$ cat src/rtl/acc_alu_pkg.sv
package acc_alu_pkg;

   typedef enum logic [4:0] {
      OP_NOP,
      OP_ADD,
      OP_SUB,
      OP_AND,
      OP_IOR,
      OP_XOR,
      OP_PASS,
      OP_COM,
      OP_INC,
      OP_DEC,
      OP_RRC,
      OP_RLC,
      OP_SWAP,
      OP_ZERO,
      OP_PUTW,
      OP_BITC,
      OP_BITS
   } alu_op_e;

   typedef struct packed {
      logic c;
      logic dc;
      logic z;
   } flag_t;

   typedef struct packed {
      alu_op_e op;
      logic    use_lit;
      logic    to_w;
      logic    to_file;
      flag_t   upd;
   } ctl_t;

endpackage

$ cat src/rtl/acc_alu_decode.sv
module acc_alu_decode
   import acc_alu_pkg::*;
#(
   parameter int INSTR_W = 12
) (
   input  logic [INSTR_W-1:0] instr_i,
   output ctl_t               ctl_o
);

   localparam int OPC_HI = INSTR_W - 1;
   localparam int OPC_LO = INSTR_W - 6;
   localparam int D_BIT  = OPC_LO - 1;

   generate
      if (INSTR_W != 12) begin : g_bad_iw
         $error("acc_alu_decode: the opcode map needs INSTR_W == 12");
      end
   endgenerate

   logic [5:0] opc6;
   logic [3:0] top4;
   logic       dbit;
   logic       addr_zero;

   assign opc6      = instr_i[OPC_HI:OPC_LO];
   assign top4      = instr_i[OPC_HI:OPC_HI-3];
   assign dbit      = instr_i[D_BIT];
   assign addr_zero = (instr_i[D_BIT-1:0] == '0);

   always_comb begin
      ctl_o         = '0;
      ctl_o.op      = OP_NOP;
      if (top4[3:2] == 2'b00) begin
         ctl_o.to_w    = !dbit;
         ctl_o.to_file = dbit;
         case (opc6)
            6'b000000: begin
               if (dbit) ctl_o.op = OP_PUTW;
               else begin
                  ctl_o.to_w    = 1'b0;
                  ctl_o.to_file = 1'b0;
               end
            end
            6'b000001: begin
               if (dbit || addr_zero) begin
                  ctl_o.op    = OP_ZERO;
                  ctl_o.upd.z = 1'b1;
               end else begin
                  ctl_o.to_w    = 1'b0;
                  ctl_o.to_file = 1'b0;
               end
            end
            6'b000010: begin ctl_o.op = OP_SUB;  ctl_o.upd = '{c: 1'b1, dc: 1'b1, z: 1'b1}; end
            6'b000011: begin ctl_o.op = OP_DEC;  ctl_o.upd.z = 1'b1; end
            6'b000100: begin ctl_o.op = OP_IOR;  ctl_o.upd.z = 1'b1; end
            6'b000101: begin ctl_o.op = OP_AND;  ctl_o.upd.z = 1'b1; end
            6'b000110: begin ctl_o.op = OP_XOR;  ctl_o.upd.z = 1'b1; end
            6'b000111: begin ctl_o.op = OP_ADD;  ctl_o.upd = '{c: 1'b1, dc: 1'b1, z: 1'b1}; end
            6'b001000: begin ctl_o.op = OP_PASS; ctl_o.upd.z = 1'b1; end
            6'b001001: begin ctl_o.op = OP_COM;  ctl_o.upd.z = 1'b1; end
            6'b001010: begin ctl_o.op = OP_INC;  ctl_o.upd.z = 1'b1; end
            6'b001011: ctl_o.op = OP_DEC;
            6'b001100: begin ctl_o.op = OP_RRC;  ctl_o.upd.c = 1'b1; end
            6'b001101: begin ctl_o.op = OP_RLC;  ctl_o.upd.c = 1'b1; end
            6'b001110: ctl_o.op = OP_SWAP;
            6'b001111: ctl_o.op = OP_INC;
            default: begin
               ctl_o.to_w    = 1'b0;
               ctl_o.to_file = 1'b0;
            end
         endcase
      end else begin
         case (top4)
            4'b0100: begin ctl_o.op = OP_BITC; ctl_o.to_file = 1'b1; end
            4'b0101: begin ctl_o.op = OP_BITS; ctl_o.to_file = 1'b1; end
            4'b1100: begin ctl_o.op = OP_PASS; ctl_o.use_lit = 1'b1; ctl_o.to_w = 1'b1; end
            4'b1101: begin ctl_o.op = OP_IOR;  ctl_o.use_lit = 1'b1; ctl_o.to_w = 1'b1; ctl_o.upd.z = 1'b1; end
            4'b1110: begin ctl_o.op = OP_AND;  ctl_o.use_lit = 1'b1; ctl_o.to_w = 1'b1; ctl_o.upd.z = 1'b1; end
            4'b1111: begin ctl_o.op = OP_XOR;  ctl_o.use_lit = 1'b1; ctl_o.to_w = 1'b1; ctl_o.upd.z = 1'b1; end
            default: ctl_o.op = OP_NOP;
         endcase
      end
   end

endmodule

$ cat src/rtl/acc_alu_datapath.sv
module acc_alu_datapath
   import acc_alu_pkg::*;
#(
   parameter int DATA_W       = 8,
   parameter bit SHARED_ADDER = 1'b1
) (
   input  alu_op_e                     op_i,
   input  logic                        use_lit_i,
   input  logic [DATA_W-1:0]           f_i,
   input  logic [DATA_W-1:0]           k_i,
   input  logic [DATA_W-1:0]           w_i,
   input  logic                        c_i,
   input  logic [$clog2(DATA_W)-1:0]   bsel_i,
   output logic [DATA_W-1:0]           res_o,
   output logic                        c_o,
   output logic                        dc_o
);

   localparam int NIB = DATA_W / 2;

   generate
      if (DATA_W != 8) begin : g_bad_dw
         $error("acc_alu_datapath: the literal field fixes DATA_W at 8");
      end
   endgenerate

   logic [DATA_W-1:0] x;
   logic [DATA_W-1:0] arith;
   logic              arith_c;
   logic              arith_dc;
   logic [DATA_W-1:0] bmask;

   assign x = use_lit_i ? k_i : f_i;

   generate
      if (SHARED_ADDER) begin : g_shared
         logic [DATA_W-1:0] opb;
         logic              cin;
         logic [DATA_W:0]   sum;
         logic [NIB:0]      low;
         always_comb begin
            opb = w_i;
            cin = 1'b0;
            case (op_i)
               OP_SUB:  begin opb = ~w_i;        cin = 1'b1; end
               OP_INC:  begin opb = '0;          cin = 1'b1; end
               OP_DEC:  begin opb = '1;          cin = 1'b0; end
               default: begin opb = w_i;         cin = 1'b0; end
            endcase
         end
         assign sum      = {1'b0, x} + {1'b0, opb} + {{DATA_W{1'b0}}, cin};
         assign low      = {1'b0, x[NIB-1:0]} + {1'b0, opb[NIB-1:0]} + {{NIB{1'b0}}, cin};
         assign arith    = sum[DATA_W-1:0];
         assign arith_c  = sum[DATA_W];
         assign arith_dc = low[NIB];
      end else begin : g_split
         logic [DATA_W:0]   add_s, sub_s;
         logic [NIB:0]      add_n, sub_n;
         logic [DATA_W-1:0] inc_s, dec_s;
         assign add_s = {1'b0, x} + {1'b0, w_i};
         assign sub_s = {1'b0, x} + {1'b0, ~w_i} + {{DATA_W{1'b0}}, 1'b1};
         assign add_n = {1'b0, x[NIB-1:0]} + {1'b0, w_i[NIB-1:0]};
         assign sub_n = {1'b0, x[NIB-1:0]} + {1'b0, ~w_i[NIB-1:0]} + {{NIB{1'b0}}, 1'b1};
         assign inc_s = x + {{(DATA_W-1){1'b0}}, 1'b1};
         assign dec_s = x - {{(DATA_W-1){1'b0}}, 1'b1};
         always_comb begin
            case (op_i)
               OP_SUB:  begin arith = sub_s[DATA_W-1:0]; arith_c = sub_s[DATA_W]; arith_dc = sub_n[NIB]; end
               OP_INC:  begin arith = inc_s; arith_c = 1'b0; arith_dc = 1'b0; end
               OP_DEC:  begin arith = dec_s; arith_c = 1'b0; arith_dc = 1'b0; end
               default: begin arith = add_s[DATA_W-1:0]; arith_c = add_s[DATA_W]; arith_dc = add_n[NIB]; end
            endcase
         end
      end
   endgenerate

   generate
      for (genvar i = 0; i < DATA_W; i++) begin : g_bmask
         assign bmask[i] = (bsel_i == i[$clog2(DATA_W)-1:0]);
      end
   endgenerate

   always_comb begin
      res_o = x;
      case (op_i)
         OP_ADD, OP_SUB,
         OP_INC, OP_DEC: res_o = arith;
         OP_AND:         res_o = x & w_i;
         OP_IOR:         res_o = x | w_i;
         OP_XOR:         res_o = x ^ w_i;
         OP_COM:         res_o = ~x;
         OP_RRC:         res_o = {c_i, x[DATA_W-1:1]};
         OP_RLC:         res_o = {x[DATA_W-2:0], c_i};
         OP_SWAP:        res_o = {x[NIB-1:0], x[DATA_W-1:NIB]};
         OP_ZERO:        res_o = '0;
         OP_PUTW:        res_o = w_i;
         OP_BITC:        res_o = x & ~bmask;
         OP_BITS:        res_o = x | bmask;
         default:        res_o = x;
      endcase
   end

   always_comb begin
      case (op_i)
         OP_ADD, OP_SUB: c_o = arith_c;
         OP_RRC:         c_o = x[0];
         OP_RLC:         c_o = x[DATA_W-1];
         default:        c_o = c_i;
      endcase
      dc_o = arith_dc;
   end

endmodule

$ cat src/rtl/acc_alu_state.sv
module acc_alu_state
   import acc_alu_pkg::*;
#(
   parameter int              DATA_W  = 8,
   parameter logic [DATA_W-1:0] W_RESET = '0
) (
   input  logic              clk,
   input  logic              rst_n,
   input  logic              w_we_i,
   input  logic [DATA_W-1:0] w_d_i,
   input  flag_t             upd_i,
   input  flag_t             flags_d_i,
   output logic [DATA_W-1:0] w_q_o,
   output flag_t             flags_q_o
);

   always_ff @(posedge clk) begin
      if (!rst_n) begin
         w_q_o     <= W_RESET;
         flags_q_o <= '0;
      end else begin
         if (w_we_i)   w_q_o        <= w_d_i;
         if (upd_i.c)  flags_q_o.c  <= flags_d_i.c;
         if (upd_i.dc) flags_q_o.dc <= flags_d_i.dc;
         if (upd_i.z)  flags_q_o.z  <= flags_d_i.z;
      end
   end

endmodule

$ cat src/rtl/acc_alu_exec.sv
module acc_alu_exec
   import acc_alu_pkg::*;
#(
   parameter int          INSTR_W      = 12,
   parameter int          DATA_W       = 8,
   parameter int          ADDR_W       = 5,
   parameter bit          SHARED_ADDER = 1'b1,
   parameter logic [7:0]  W_RESET      = 8'h00
) (
   input  logic               clk,
   input  logic               rst_n,
   input  logic [INSTR_W-1:0] instr_i,
   input  logic [DATA_W-1:0]  file_rdata_i,
   output logic [ADDR_W-1:0]  file_addr_o,
   output logic [DATA_W-1:0]  file_wdata_o,
   output logic               file_we_o,
   output logic [DATA_W-1:0]  w_o,
   output logic               c_o,
   output logic               dc_o,
   output logic               z_o
);

   localparam int BSEL_W = $clog2(DATA_W);
   localparam int BSEL_LO = ADDR_W;

   generate
      if (ADDR_W != 5) begin : g_bad_aw
         $error("acc_alu_exec: the file address field is 5 bits wide");
      end
      if (DATA_W != 8) begin : g_bad_dw
         $error("acc_alu_exec: DATA_W must be 8");
      end
   endgenerate

   ctl_t              ctl;
   logic [DATA_W-1:0] res;
   logic              c_new;
   logic              dc_new;
   flag_t             flags_d;
   flag_t             flags_q;

   acc_alu_decode #(.INSTR_W(INSTR_W)) u_decode (
      .instr_i (instr_i),
      .ctl_o   (ctl)
   );

   acc_alu_datapath #(.DATA_W(DATA_W), .SHARED_ADDER(SHARED_ADDER)) u_datapath (
      .op_i      (ctl.op),
      .use_lit_i (ctl.use_lit),
      .f_i       (file_rdata_i),
      .k_i       (instr_i[DATA_W-1:0]),
      .w_i       (w_o),
      .c_i       (c_o),
      .bsel_i    (instr_i[BSEL_LO+BSEL_W-1:BSEL_LO]),
      .res_o     (res),
      .c_o       (c_new),
      .dc_o      (dc_new)
   );

   assign flags_d = '{c: c_new, dc: dc_new, z: (res == '0)};

   acc_alu_state #(.DATA_W(DATA_W), .W_RESET(W_RESET)) u_state (
      .clk       (clk),
      .rst_n     (rst_n),
      .w_we_i    (ctl.to_w),
      .w_d_i     (res),
      .upd_i     (ctl.upd),
      .flags_d_i (flags_d),
      .w_q_o     (w_o),
      .flags_q_o (flags_q)
   );

   assign file_addr_o  = instr_i[ADDR_W-1:0];
   assign file_wdata_o = res;
   assign file_we_o    = ctl.to_file;
   assign c_o          = flags_q.c;
   assign dc_o         = flags_q.dc;
   assign z_o          = flags_q.z;

   // a byte operation with d = 0 never writes the file
   a_r2_no_file_write: assert property (@(posedge clk) disable iff (!rst_n)
      (instr_i[11:10] == 2'b00 && !instr_i[5]) |-> !file_we_o);

   // bit operations write the file and touch at most one bit
   a_r8_single_bit: assert property (@(posedge clk) disable iff (!rst_n)
      (instr_i[11:9] == 3'b010) |-> (file_we_o && $countones(file_wdata_o ^ file_rdata_i) <= 1));

   // literal move loads k and keeps the flags
   a_r9_literal_move: assert property (@(posedge clk) disable iff (!rst_n)
      (instr_i[11:8] == 4'b1100) |=> (w_o == $past(instr_i[7:0]) && $stable({c_o, dc_o, z_o})));

   // nibble swap leaves every flag alone
   a_r6_swap_flags: assert property (@(posedge clk) disable iff (!rst_n)
      (instr_i[11:6] == 6'b001110) |=> $stable({c_o, dc_o, z_o}));

   // after an add into W, Z mirrors a zero W
   a_r10_zero_add: assert property (@(posedge clk) disable iff (!rst_n)
      (instr_i[11:6] == 6'b000111 && !instr_i[5]) |=> (z_o == (w_o == '0)));

   // the skip-test and branch space is inert
   a_r11_inert: assert property (@(posedge clk) disable iff (!rst_n)
      (instr_i[11:9] == 3'b011 || instr_i[11:10] == 2'b10) |-> !file_we_o ##1 ($stable(w_o) && $stable({c_o, dc_o, z_o})));

endmodule

$ cat config.mk
export PLATFORM = sky130hd
export DESIGN_NAME = acc_alu_exec
export DESIGN_NICKNAME = d
export VERILOG_FILES = /design/src/rtl/acc_alu_pkg.sv /design/src/rtl/acc_alu_decode.sv /design/src/rtl/acc_alu_datapath.sv /design/src/rtl/acc_alu_state.sv /design/src/rtl/acc_alu_exec.sv
export SDC_FILE = /design/constraint.sdc
export NUM_CORES = 1
export LEC_CHECK = 0
export CELL_PAD_IN_SITES_DETAIL_PLACEMENT = 1
export CELL_PAD_IN_SITES_GLOBAL_PLACEMENT = 1
export CORE_MARGIN = 4
export CORE_UTILIZATION = 29
export DETAILED_ROUTE_END_ITERATION = 12
export HOLD_SLACK_MARGIN = 0.12
export PLACE_DENSITY_LB_ADDON = 0.1
export SKIP_LAST_GASP = 1
export SLEW_MARGIN = 5
export SYNTH_ARGS = -nofsm -noshare
export SYNTH_HDL_FRONTEND = slang
export SYNTH_HIERARCHICAL = 1
export SYNTH_SLANG_ARGS = --single-unit
$ cat constraint.sdc
create_clock -name clk -period 8.2 [get_ports clk]
set_clock_uncertainty 0.1 [all_clocks]
set_input_delay 1.64 -clock clk [delete_from_list [all_inputs] [get_ports clk]]
set_output_delay 1.64 -clock clk [all_outputs]
set_load 0.01 [all_outputs]
==> flow_metrics.py <==
metrics = {
    "grt": {
        "grt_start_max_net_pins": 21,
        "track_usage_pct": 20.07,
        "antenna_found_initial": 0,
        "grt_pass1_vias": 3111,
        "grt_pass1_wl_mm": 17.73,
        "grt_overflow_total": 0,
    },
    "layout": {
        "fin_util_pct": 36.87,
        "area_growth_pct": 22.52,
        "fin_cells": 530,
        "diodes": 0,
        "drive_gt1_share_pct": 10.90,
        "postLayoutCellArea_sq_mm": 0.003247,
        "fillCellCount": 1110,
        "fin_nets": 454,
    },
    "logic_synthesis": {
        "syn-num-nets": 419,
        "synth_top_family_by_area": "compound AO/OA/AOI/OAI gates",
        "syn_area_sq_mm": 0.002650,
        "synth_area_leaders": "dfxtp_1, nand2_1, mux2i_1, o21ai_0, a21oi_1",
        "ys.flop_type": "dfxtp_1",
        "yosysMostFrequentCell": "nand2_1",
        "ys_top_cells_by_count": "nand2_1, o21ai_0, a21oi_1",
        "synthArstFlopShare_pct": 0,
        "synth-edff-count": 0,
        "yosys_warnings": 6,
        "synth_fa_ha_area_share_pct": 4.816,
        "synth_top_cell_area_share_pct": 8.310,
        "yosysTopAreaCell": "dfxtp_1",
        "synth_cell_types": 73,
        "synth_mux_area_share_pct": 8.215,
        "syn-instance-count": 388,
        "synthXorXnorAreaFrac_pct": 3.636,
        "avgSynthCellArea_sq_um": 6.830,
        "yosysSeqAreaShare_pct": 8.310,
        "synth_compound_area_share_pct": 33.57,
        "ys_ff_latch": 11,
        "synth_simple_gate_area_share_pct": 30.88,
    },
    "place": {
        "placed_area_sq_mm": 0.003189,
        "dp.cells": 526,
        "io_buffers": 46,
        "gp_congestion": 0.9178,
        "dpl.hpwl_mm": 8.815,
        "place_ws_ns": 0.2525,
    },
    "sta": {
        "hold_viol_final": 0,
        "slew_viol_final": 0,
        "timing.final.crit_share_pct": 96.16,
        "fmax_mhz": 126.8,
        "max_slew.worst_pin.slew_ns": 0.6087,
        "timing.final.crit_period_ns": 7.885,
        "slew-limit-headroom_pct": 59.15,
        "rsz0062_at_grt": "no",
        "final-setup-viol-count": 0,
        "setup_slack_ns": 0.3151,
        "setup_tns_ns": 0,
        "whs_ns": 0.4143,
    },
    "floorplanning": {
        "dieArea_sq_mm": 0.01073,
        "io-pin-count": 47,
        "core_sq_mm": 0.008806,
        "die_w_um": 103.6,
        "die_y_um": 103.6,
        "num_rows": 34,
        "start_util_pct": 30.09,
    },
    "pwr": {
        "seq_power_share_pct": 17.8,
        "p_int_mw": 0.2125,
        "power.leakage_nw": 1.228,
        "share_comb_of_total_power_pct": 68.6,
        "p_switching_mw": 0.1897,
        "finalPower_mw": 0.4022,
        "ir_worst_vdd_uv": 118.3,
        "p_per_area_mw_per_mm2": 123.9,
        "p_sw_share_pct": 47.17,
        "p_clk_share_pct": 13.6,
    },
    "worst_setup_path": {
        "crit_path_max_incr_delay_ns": 0.69,
        "critPathBufInv": 3,
        "crit_chain": "clkdlybuf4s50_1 > nor3_1 > and3_1 > a22oi_1 > o211ai_2 > nor4b_1 > o21ai_0 > nand3_1 > fa_1 > inv_1 > fa_1 > xor2_1 > o32ai_1 > a2111oi_2 > and3_1 > a221oi_2 > clkdlybuf4s50_1",
        "worst_ep_arrival_time_ns": 6.14,
        "required_ns": 6.46,
        "endpoint_kind": "primary output",
        "critPathMaxFanout": 9,
        "worst-r2r-setup-slack_ns": 4.43,
        "worstSetupPathType": "in -> out",
        "crit_slowest_cell": "clkdlybuf4s50_1",
        "critPathTopFamily": "buffers and inverters",
        "crit_path_start_kind": "input port",
    },
    "clock_network": {
        "cts_tree": "done",
        "clock_path_buffers": 2,
        "cts_buffers": 3,
        "clk_latency_ns": 0.24,
        "post_cts_buffers": 0,
        "cts-htree-levels": 1,
        "cts_hold_buffers": 0,
        "clkSlewWorstSetupHoldPaths_ns": 0.05,
        "cts-resized-gates": 0,
        "cts_root_buf": "clkbuf_8",
        "cts.sinks": 11,
    },
    "min_path": {
        "min_path_type": "reg -> reg",
    },
    "outcome": {
        "status": "complete, no violations",
    },
    "routing": {
        "drt_iter0_markers": 264,
        "num_vias": 3091,
        "antenna_left": 0,
        "wl_per_cell_um": 20.83,
        "post_drt_via_cell_ratio": 5.832,
        "dr.pass1.iters": 5,
        "finalWirelength_mm": 11.04,
        "drcViolationCount": 0,
    },
    "flow_run": {
        "maxCapViolations": 0,
    },
}
-- area by class of cell --
cell class                 count  area [sq um]  share of cell area [%]
sequential                    11         220.2                   6.782
inverter                      13         48.80                   1.503
tap                          108         135.1                   4.162
timing repair buffer          68         630.6                   19.42
clock buffer                   3         41.29                   1.272
multi-input combinational    326          2166                   66.71
clock inverter                 1         5.005                  0.1541
-- layer usage --
metal / share of wire (%) / GRT usage (%) / vias to the layer above / wire, um
li1: - / - / 1495 / -
met1: 47 / 27.98 / 1487 / 5239
met2: 48 / 34.91 / 95 / 5275
met3: 3.4 / 0.9328 / 14 / 377
met4: 1.3 / 3.229 / 0 / 148
met5: 0 / 0 / - / 0
-- placed cells by master, fill, tap and decap left out, types with 3 or more instances in the layout --
| master | n |
|---|---|
| nor2_1 | 26 |
| buf_4 | 22 |
| xor2_1 | 6 |
| nand2b_1 | 4 |
| o2111ai_1 | 3 |
| o21ai_0 | 33 |
| o21ai_1 | 3 |
| a31oi_1 | 3 |
| a221oi_1 | 3 |
| xnor2_1 | 5 |
| clkdlybuf4s50_1 | 44 |
| and2_1 | 3 |
| nand3_1 | 16 |
| and3_1 | 9 |
| a311oi_1 | 4 |
| nor2b_1 | 18 |
| a22oi_1 | 10 |
| nor3_1 | 10 |
| dfxtp_1 | 11 |
| a21oi_1 | 27 |
| mux2i_1 | 17 |
| ha_1 | 7 |
| mux2_2 | 3 |
| a21o_1 | 3 |
| nor4_1 | 3 |
| inv_1 | 11 |
| nand2_1 | 46 |
| o221ai_1 | 3 |
| a22o_1 | 3 |
| nor3b_1 | 4 |
| clkbuf_8 | 3 |
-- worst register-to-register path: stages (launching register included) --
cell and delay (ns):
dfxtp_1 0.60, o21ai_0 0.16, nand2_1 0.09, nand3_1 0.11
fa_1 0.43, inv_1 0.09, fa_1 0.21, nor2b_1 0.06
o21ai_0 0.21, nand2_1 0.19, xor2_1 0.19, a221oi_1 0.29
nand3_1 0.19, or4_1 0.47, nor2_1 0.14, mux2i_1 0.08
nor2b_1 0.11
-- kinds of logic (layout without fill, tap and decap cells) --
group                      Yosys count  after routing
and+or+nand+nor                    157            157
AOI/OAI and AO/OA                  128            128
buffers and inverters               51             85
muxes                               21             21
xor gates and xnor gates            11             11
DFF                                 11             11
adders and majority gates            9              9
-- flip-flops by register name, indices dropped and copies added (netlist names) --
signal,count
u_state/flags_q_o,3
u_state/w_q_o,8
-- path summary, 6_finish.rpt --
path,cells past startpoint,to,startpoint
max,17,file_wdata_o[2],instr_i[11]
min,2,u_state/flags_q_o[0]$_SDFFE_PN0P_,u_state/flags_q_o[0]$_SDFFE_PN0P_
max reg2reg,16,u_state/flags_q_o[0]$_SDFFE_PN0P_,u_state/w_q_o[0]$_SDFFE_PN0P_
min reg2reg,2,u_state/flags_q_o[0]$_SDFFE_PN0P_,u_state/flags_q_o[0]$_SDFFE_PN0P_
-- power by group through the flow --
| stage | clock, mW | sequential [mW] | combinational (mW) |
|---|---|---|---|
| after floorplan | 0 | 0.0646 | 0.171 |
| after global placement | 0 | 0.0728 | 0.270 |
| after detailed placement | 0 | 0.0725 | 0.272 |
| after CTS | 0.0566 | 0.0715 | 0.273 |
| after global routing | 0.0605 | 0.0727 | 0.301 |
| final | 0.0546 | 0.0717 | 0.276 |
(Power assumes the default switching activity.)
